$ cat src/rtl/osd_pkt_pkg.sv
package osd_pkt_pkg;

  // Decoder phases; the encoding is only used inside the block and its checker.
  typedef enum logic [2:0] {
    ST_IDLE   = 3'd0,  // between packets, everything dropped
    ST_ROW    = 3'd1,  // packet opened, only a row byte accepted
    ST_ADDR   = 3'd2,  // row or column byte accepted
    ST_DATA   = 3'd3,  // exactly one data byte expected
    ST_STREAM = 3'd4   // every byte is data, address advances
  } dec_state_e;

  // Flag positions inside a received byte. A neighbour (the sender) encodes
  // these, so the positions are fixed behaviour.
  localparam int unsigned KIND_BIT  = 7;  // 1: row byte, 0: column byte
  localparam int unsigned RUN_BIT   = 6;  // column byte: 1 selects run mode
  localparam int unsigned PLANE_BIT = 5;  // row byte: 1 selects attribute plane
  localparam int unsigned BANK_BIT  = 5;  // column byte: ninth value bit

endpackage

$ cat src/rtl/osd_byte_classify.sv
// Splits a received byte into its flag bits and address fields.
module osd_byte_classify
  import osd_pkt_pkg::*;
#(
  parameter int unsigned ROW_W  = 5,
  parameter int unsigned COL_W  = 5,
  parameter int unsigned BYTE_W = 8
) (
  input  logic [BYTE_W-1:0] byte_i,
  output logic              is_row_o,
  output logic              is_run_o,
  output logic              plane_o,
  output logic              bank_o,
  output logic [ROW_W-1:0]  row_f_o,
  output logic [COL_W-1:0]  col_f_o
);

  localparam int unsigned FIELD_W = (ROW_W > COL_W) ? ROW_W : COL_W;

  logic [FIELD_W-1:0] field;

  always_comb begin
    field    = byte_i[FIELD_W-1:0];
    is_row_o = byte_i[KIND_BIT];
    is_run_o = byte_i[RUN_BIT];
    plane_o  = byte_i[PLANE_BIT];
    bank_o   = byte_i[BANK_BIT];
    row_f_o  = field[ROW_W-1:0];
    col_f_o  = field[COL_W-1:0];
  end

endmodule

$ cat src/rtl/osd_pkt_fsm.sv
// Phase control: decides for each accepted byte whether it loads a row,
// loads a column, or produces a write, and whether the address then steps.
module osd_pkt_fsm
  import osd_pkt_pkg::*;
(
  input  logic       clk,
  input  logic       rst_n,
  input  logic       byte_vld,
  input  logic       is_row,
  input  logic       is_run,
  input  logic       pkt_start,
  input  logic       pkt_end,
  output logic       ld_row_o,
  output logic       ld_col_o,
  output logic       fire_o,
  output logic       step_o,
  output dec_state_e st_o
);

  dec_state_e st_q, st_d;
  logic       take;

  // A byte counts only when no packet marker shares its cycle.
  assign take = byte_vld & ~pkt_start & ~pkt_end;

  always_comb begin
    st_d     = st_q;
    ld_row_o = 1'b0;
    ld_col_o = 1'b0;
    fire_o   = 1'b0;
    step_o   = 1'b0;
    if (pkt_end) begin
      st_d = ST_IDLE;
    end else if (pkt_start) begin
      st_d = ST_ROW;
    end else if (take) begin
      unique case (st_q)
        ST_IDLE: begin
          st_d = ST_IDLE;
        end
        ST_ROW: begin
          if (is_row) begin
            ld_row_o = 1'b1;
            st_d     = ST_ADDR;
          end
        end
        ST_ADDR: begin
          if (is_row) begin
            ld_row_o = 1'b1;
            st_d     = ST_ADDR;
          end else begin
            ld_col_o = 1'b1;
            st_d     = is_run ? ST_STREAM : ST_DATA;
          end
        end
        ST_DATA: begin
          fire_o = 1'b1;
          st_d   = ST_ADDR;
        end
        ST_STREAM: begin
          fire_o = 1'b1;
          step_o = 1'b1;
          st_d   = ST_STREAM;
        end
        default: begin
          st_d = ST_IDLE;
        end
      endcase
    end
  end

  always_ff @(posedge clk or negedge rst_n) begin
    if (!rst_n) begin
      st_q <= ST_IDLE;
    end else begin
      st_q <= st_d;
    end
  end

  assign st_o = st_q;

endmodule

$ cat src/rtl/osd_addr_track.sv
// Holds the current row, column, plane and ninth value bit; loads them from
// address bytes and advances the location during run mode.
module osd_addr_track #(
  parameter int unsigned ROW_W = 5,
  parameter int unsigned COL_W = 5
) (
  input  logic             clk,
  input  logic             rst_n,
  input  logic             ld_row,
  input  logic             ld_col,
  input  logic             step,
  input  logic [ROW_W-1:0] row_f,
  input  logic [COL_W-1:0] col_f,
  input  logic             plane_f,
  input  logic             bank_f,
  output logic [ROW_W-1:0] row_o,
  output logic [COL_W-1:0] col_o,
  output logic             attr_o,
  output logic             bank_o
);

  localparam logic [COL_W-1:0] COL_LAST = {COL_W{1'b1}};
  localparam logic [ROW_W-1:0] ROW_ONE  = {{(ROW_W-1){1'b0}}, 1'b1};
  localparam logic [COL_W-1:0] COL_ONE  = {{(COL_W-1){1'b0}}, 1'b1};

  logic [ROW_W-1:0] row_q, row_d;
  logic [COL_W-1:0] col_q, col_d;
  logic             attr_q, attr_d;
  logic             bank_q, bank_d;
  logic             row_en, col_en;

  // Clock enables for each field.
  assign row_en = ld_row | (step & (col_q == COL_LAST));
  assign col_en = ld_col | step;

  always_comb begin
    row_d  = row_q;
    col_d  = col_q;
    attr_d = attr_q;
    bank_d = bank_q;
    if (ld_row) begin
      row_d  = row_f;
      attr_d = plane_f;
    end else if (step && (col_q == COL_LAST)) begin
      row_d = row_q + ROW_ONE;
    end
    if (ld_col) begin
      col_d  = col_f;
      bank_d = bank_f;
    end else if (step) begin
      col_d = (col_q == COL_LAST) ? '0 : (col_q + COL_ONE);
    end
  end

  always_ff @(posedge clk or negedge rst_n) begin
    if (!rst_n) begin
      row_q  <= '0;
      attr_q <= 1'b0;
    end else if (row_en) begin
      row_q  <= row_d;
      attr_q <= attr_d;
    end
  end

  always_ff @(posedge clk or negedge rst_n) begin
    if (!rst_n) begin
      col_q  <= '0;
      bank_q <= 1'b0;
    end else if (col_en) begin
      col_q  <= col_d;
      bank_q <= bank_d;
    end
  end

  assign row_o  = row_q;
  assign col_o  = col_q;
  assign attr_o = attr_q;
  assign bank_o = bank_q;

endmodule

$ cat src/rtl/osd_wr_stage.sv
// Output register: one pulse per data byte, payload captured with it.
module osd_wr_stage #(
  parameter int unsigned ROW_W  = 5,
  parameter int unsigned COL_W  = 5,
  parameter int unsigned BYTE_W = 8
) (
  input  logic              clk,
  input  logic              rst_n,
  input  logic              fire,
  input  logic [ROW_W-1:0]  row_i,
  input  logic [COL_W-1:0]  col_i,
  input  logic              attr_i,
  input  logic              bank_i,
  input  logic [BYTE_W-1:0] byte_i,
  output logic              wr_en_o,
  output logic [ROW_W-1:0]  wr_row_o,
  output logic [COL_W-1:0]  wr_col_o,
  output logic              wr_attr_o,
  output logic [BYTE_W:0]   wr_data_o
);

  localparam int unsigned VAL_W = BYTE_W + 1;

  logic [VAL_W-1:0] val_d;
  logic             en_q;
  logic [ROW_W-1:0] row_q;
  logic [COL_W-1:0] col_q;
  logic             attr_q;
  logic [VAL_W-1:0] val_q;

  // The ninth bit only exists on the index plane.
  always_comb begin
    val_d = {(bank_i & ~attr_i), byte_i};
  end

  always_ff @(posedge clk or negedge rst_n) begin
    if (!rst_n) begin
      en_q <= 1'b0;
    end else begin
      en_q <= fire;
    end
  end

  always_ff @(posedge clk) begin
    if (fire) begin
      row_q  <= row_i;
      col_q  <= col_i;
      attr_q <= attr_i;
      val_q  <= val_d;
    end
  end

  assign wr_en_o   = en_q;
  assign wr_row_o  = row_q;
  assign wr_col_o  = col_q;
  assign wr_attr_o = attr_q;
  assign wr_data_o = val_q;

endmodule

$ cat src/rtl/osd_pkt_decoder.sv
// Top level: reset release synchronizer, byte classifier, phase control,
// address tracker and write register.
module osd_pkt_decoder
  import osd_pkt_pkg::*;
#(
  parameter int unsigned ROW_W  = 5,
  parameter int unsigned COL_W  = 5,
  parameter int unsigned BYTE_W = 8,
  parameter int unsigned SYNC_STAGES = 2
) (
  input  logic              clk,
  input  logic              rst_n,
  input  logic              byte_vld,
  input  logic [BYTE_W-1:0] byte_in,
  input  logic              pkt_start,
  input  logic              pkt_end,
  output logic              wr_en,
  output logic [ROW_W-1:0]  wr_row,
  output logic [COL_W-1:0]  wr_col,
  output logic              wr_attr,
  output logic [BYTE_W:0]   wr_data
);

  // Reset: asserted at once, removed on a clock edge.
  logic [SYNC_STAGES-1:0] rst_pipe;
  logic                   rst_sync_n;

  always_ff @(posedge clk or negedge rst_n) begin
    if (!rst_n) begin
      rst_pipe <= '0;
    end else begin
      rst_pipe <= {rst_pipe[SYNC_STAGES-2:0], 1'b1};
    end
  end

  assign rst_sync_n = rst_pipe[SYNC_STAGES-1];

  logic             is_row, is_run, plane_f, bank_f;
  logic [ROW_W-1:0] row_f, cur_row;
  logic [COL_W-1:0] col_f, cur_col;
  logic             cur_attr, cur_bank;
  logic             ld_row, ld_col, fire, step;
  dec_state_e       st_q;

  osd_byte_classify #(
    .ROW_W (ROW_W),
    .COL_W (COL_W),
    .BYTE_W(BYTE_W)
  ) u_classify (
    .byte_i  (byte_in),
    .is_row_o(is_row),
    .is_run_o(is_run),
    .plane_o (plane_f),
    .bank_o  (bank_f),
    .row_f_o (row_f),
    .col_f_o (col_f)
  );

  osd_pkt_fsm u_fsm (
    .clk      (clk),
    .rst_n    (rst_sync_n),
    .byte_vld (byte_vld),
    .is_row   (is_row),
    .is_run   (is_run),
    .pkt_start(pkt_start),
    .pkt_end  (pkt_end),
    .ld_row_o (ld_row),
    .ld_col_o (ld_col),
    .fire_o   (fire),
    .step_o   (step),
    .st_o     (st_q)
  );

  osd_addr_track #(
    .ROW_W(ROW_W),
    .COL_W(COL_W)
  ) u_track (
    .clk    (clk),
    .rst_n  (rst_sync_n),
    .ld_row (ld_row),
    .ld_col (ld_col),
    .step   (step),
    .row_f  (row_f),
    .col_f  (col_f),
    .plane_f(plane_f),
    .bank_f (bank_f),
    .row_o  (cur_row),
    .col_o  (cur_col),
    .attr_o (cur_attr),
    .bank_o (cur_bank)
  );

  osd_wr_stage #(
    .ROW_W (ROW_W),
    .COL_W (COL_W),
    .BYTE_W(BYTE_W)
  ) u_wr (
    .clk      (clk),
    .rst_n    (rst_sync_n),
    .fire     (fire),
    .row_i    (cur_row),
    .col_i    (cur_col),
    .attr_i   (cur_attr),
    .bank_i   (cur_bank),
    .byte_i   (byte_in),
    .wr_en_o  (wr_en),
    .wr_row_o (wr_row),
    .wr_col_o (wr_col),
    .wr_attr_o(wr_attr),
    .wr_data_o(wr_data)
  );

endmodule

$ cat config.mk
export PLATFORM = sky130hd
export DESIGN_NAME = osd_pkt_decoder
export DESIGN_NICKNAME = d
export VERILOG_FILES = /design/src/rtl/osd_pkt_pkg.sv /design/src/rtl/osd_byte_classify.sv /design/src/rtl/osd_pkt_fsm.sv /design/src/rtl/osd_addr_track.sv /design/src/rtl/osd_wr_stage.sv /design/src/rtl/osd_pkt_decoder.sv
export SDC_FILE = /design/constraint.sdc
export NUM_CORES = 1
export LEC_CHECK = 0
export BUFFER_PORTS_ARGS = -buffer_cell sky130_fd_sc_hd__clkbuf_2
export CAP_MARGIN = 25
export CORE_MARGIN = 1.5
export CORE_UTILIZATION = 45
export DETAILED_ROUTE_END_ITERATION = 16
export PLACE_DENSITY = 0.74
export SETUP_SLACK_MARGIN = 0.15
export SYNTH_ARGS = -nofsm -noshare
export SYNTH_HDL_FRONTEND = slang
export SYNTH_HIERARCHICAL = 1
export SYNTH_SLANG_ARGS = --single-unit
export TNS_END_PERCENT = 20
$ cat constraint.sdc
create_clock -name clk -period 1.6 [get_ports clk]
set_clock_uncertainty 0.2 [all_clocks]
set_input_delay 0.08 -clock clk [delete_from_list [all_inputs] [get_ports clk]]
set_output_delay 0.08 -clock clk [all_outputs]
set_load 0.1 [all_outputs]
==> run summary <==
After routing the design area is 0.00239 mm2. Synthesis produced a netlist with a net count of 154. Tracing the worst setup path back leads to its startpoint at u_track/col_o[1]. The area of the die was 0.00418 mm2; the worst-case vdd ir drop was 0.564 mV. Sorting the synthesized cells by area gives the leading types as sky130_fd_sc_hd__edfxtp_1 35%, sky130_fd_sc_hd__dfrtp_1 26%, sky130_fd_sc_hd__buf_4 6.6%.

The final setup TNS was -0.746 ns; the wire length on met3 was 124 um. The number of CTS-inserted buffers is 5. For this design the static power due to leakage is 0.980 nW. Cell with the biggest individual delay on the critical path: sky130_fd_sc_hd__dfrtp_1. The switching share of total power came out at 0.224.

Total of flip-flops plus latches after synthesis: 38. In the final routing, the length of wire on met1 measures 1310 um. Input and output buffers added on the ports amount to 33. For the number of global-route vias before repair, the log shows 1229. Detailed placement ended at an HPWL of 2410 um. 34 I/O pins were placed. Summing all placed instances gives a cell area of 0.00207 mm2.

STA puts the critical path data required time at 1.61 ns. Row generation in the floorplan step produced 22 rows. In the synthesized netlist, the number of instances is 138. In the post-synthesis netlist, the cell with the most instances is sky130_fd_sc_hd__edfxtp_1. The XOR/XNOR share of the synthesized area was 0.0154. The worst setup path is of the flip-flop to flip-flop kind. The checks that failed: setup timing.

In this run the deepest clock path goes through 2 buffers. Setup repair after global routing could not meet its margin everywhere. Timing would allow up to 576 MHz.

The fraction of synthesized area in multiplexers works out to 0.0424. In this run the top signal layer used is met4. Setup violations remaining at the end of the flow were counted as 21. The tools report the largest net degree at the start of global routing as 18.

The first global-routing pass estimated 5380 um of wire. The area growth from synthesis to layout is 40.0%. Area of the core: 0.00366 mm2. The min-delay analysis places its worst path in the category flip-flop to async pin. The basic-gate share of the synthesized area counting and, or, nand and nor cells was 0.152; the max-slew violation count was 0.

Once detail routing completed, the nets flagged for antenna violations numbered 0. The root buffer cell chosen for the clock tree is sky130_fd_sc_hd__clkbuf_8. For this run, the post-layout net count is 219.

In this run the power density over the cells is 828 mW/mm2. STA puts the critical path data arrival time at 1.75 ns. The most critical setup path has its endpoint at u_track/row_o[4].

The synthesized design contains 20 enable-type register cells. In the final routed layout, each cell accounts on average for 13.0 um. The count of yosys warnings during synthesis is 6, and the internal power is 1.54 mW.

In this run the power spent charging and discharging nets is 0.443 mW. The worst-case hold slack was 0.00156 ns. Summed over all instances, the cell type with the most area after synthesis is sky130_fd_sc_hd__edfxtp_1.

The final period utilization came out at 1.08. The minimum clock period is 1.73 ns, and the number of sinks handled by clock tree synthesis is 38. For this run, the leading register cell type out of synthesis is sky130_fd_sc_hd__edfxtp_1. The tools report the DRC violation count after routing as 0.

The cell count of the worst reg-to-reg path came out at 6. Summing over every cut layer, the via total after detailed routing is 1234. The part of the total power dissipated in sequential elements was 0.573; the delay of the slowest critical-path stage was 0.36 ns. The area share of fa/ha/maj cells after synthesis works out to 0.0219.

The average instance in the mapped netlist occupies 12.4 um2. The die is 64.7 um wide. The layout has 286 filler cells. The global placement routability congestion was 0.861. After detailed routing, the number of vias per cell comes to 4.90.

Main combinational cell family by area after synthesis: simple AND/OR/NAND/NOR gates. After detailed routing, the met2 layer carries 1760 um of wire. TritonCTS built the clock tree. The critical path endpoint category is a flip-flop.

The number of antenna diodes in the final layout is 0. In this run, the number of DRC markers left after iteration 0 of detailed routing was 65. The fraction of final layout cells with drive strength greater than 1 works out to 0.451. The netlist area before placement was 0.00171 mm2. After clock tree synthesis, the clock-pin slew on the worst setup and hold paths is 0.07 ns. In this run the critical register-to-register path is captured at u_track/row_o[4].

The tools report the combinational power share as 0.093. Counting instances in the post-synthesis netlist gives the leading cell types as 20 x sky130_fd_sc_hd__edfxtp_1, 18 x sky130_fd_sc_hd__dfrtp_1, 17 x sky130_fd_sc_hd__nand2_1. For flop-to-flop paths, the worst setup slack is -0.13 ns.

The H-tree depth came out at 2. The worst register-to-register path begins at u_track/col_o[1]. STA classifies the critical path startpoint as a flip-flop. The worst-case setup slack after placement was -0.178 ns; the actual slew at the worst max-slew pin was 0.545 ns. The total routing resource utilization after global routing is 0.174, and the total global routing overflow is 0.

Total length of routed wires: 3280 um. The logs give 0.334 for the clock share of power and 0.29 ns for the insertion delay of the later-clocked pin in the worst-skew pair. For the final total power, the log shows 1.98 mW. Effective utilization at floorplan: 0.467.

Share of the synthesized area in the top cell type: 0.351. The async set-or-reset flop fraction in the synthesized netlist was 0.474; the share of synthesized area occupied by flip-flops and latches was 0.614. The height of the chip was 64.7 um; the number of optimization iterations in the first detailed-route pass was 4.

The relative max-transition margin was 0.638; the number of hold-slack violations in the final timing report was 0. The setup slack after layout was -0.135 ns. Synthesis instantiated 35 different standard cells from the library. Walking the worst path, the cells encountered are ha_2 -> and3_4 -> ha_4 -> nand3_4 -> or3_4 -> a31oi_1. The maximum net fanout on the critical path came out at 8. The count of max-cap constraint violations is 0. The run finished, with violations left. The share of the synthesized area in compound gates (AO/OA/AOI/OAI) is 0.0695, and the initial antenna violation count is 0.
[worst min-delay path by stage]
stage | from | end | slack (ns) | cells after the start
global placement | rst_n | rst_pipe[0] | -0.34 | 1
global route | rst_pipe[1] | u_track/row_o[2] | 0.02 | 1
CTS | byte_in[7] | u_fsm/st_o[0] | -0.004 | 4
detailed placement | rst_n | rst_pipe[0] | -0.33 | 1
finish | rst_pipe[1] | u_track/row_o[2] | 0.002 | 1
floorplan | rst_n | rst_pipe[0] | -0.42 | 0
[layout make-up]
cell class	instances	area, um2	area share
multi-input cells	80	623	0.260
well taps	48	60.1	0.0251
clock buffers	8	90.1	0.0376
repair buffers	77	563	0.235
inverters	1	3.75	0.00157
flip-flops and latches	38	1050	0.440
[kinds of logic (layout without fill, tap and decap cells)]
logic type               after synthesis  after routing
buffers and inverters                 20             86
other                                  1              1
multiplexers                           7              7
AND/OR/NAND/NOR                       46             46
adder cells (fa/ha/maj)                3              3
XOR/XNOR                               3              3
AO/OA/AOI/OAI                         20             20
flip-flops                            38             38
[power groups by stage]
stage	Clock, mW	Sequential (mW)	Combinational [mW]
after floorplan	0	1.15	0.106
after global placement	0	1.15	0.136
after detailed placement	0	1.16	0.144
after CTS	0.675	1.14	0.182
after global routing	0.713	1.14	0.207
final	0.661	1.14	0.184
[sequential cells by signal, indices dropped and copies added, names as in the netlist]
signal	count
u_wr/wr_attr_o	1
u_track/bank_o	1
u_track/attr_o	1
rst_pipe	2
u_track/row_o	5
u_fsm/st_o	3
u_wr/wr_data_o	9
u_wr/wr_row_o	5
u_wr/wr_en_o	1
u_wr/wr_col_o	5
u_track/col_o	5
[through the flow]
step / util / std cells
floorplan: - / 138
global placement: 0.564 / 224
detailed placement: 0.564 / 224
CTS: 0.643 / 249
global route: 0.654 / 252
finish: 0.654 / 252
[critical path: cells and delay by family (launching register included)]
| kind | cells | cell delay, ns |
|---|---|---|
| AO/OA/AOI/OAI | 1 | 0.12 |
| flip-flops | 1 | 0.36 |
| adder cells (fa/ha/maj) | 2 | 0.37 |
| AND/OR/NAND/NOR | 3 | 0.60 |
[placed cells by master (no fill, tap or decap), drive strengths merged, types with 3 or more instances in the layout]
cell type,n
ha,3
buf,28
a21oi,6
nor2,8
o21ai,9
nor3b,3
dfrtp,18
nand2,17
edfxtp,20
clkbuf,41
mux2i,5
dlygate4sd3,16
nand3,3
[layer usage]
metal,global-route usage,up-vias
met5,0,-
met4,0.104,0
met3,0.0417,9
met2,0.302,30
met1,0.192,592
li1,-,603
[timing repair]
action                                  CTS  global route
endpoints found under the setup margin   33            34
hold buffers                             16             0
resized for setup                        11             8
endpoints found under the hold margin    28             0
pin swaps                                 7             4
setup buffers                             1             3
(Power assumes the default switching activity.)
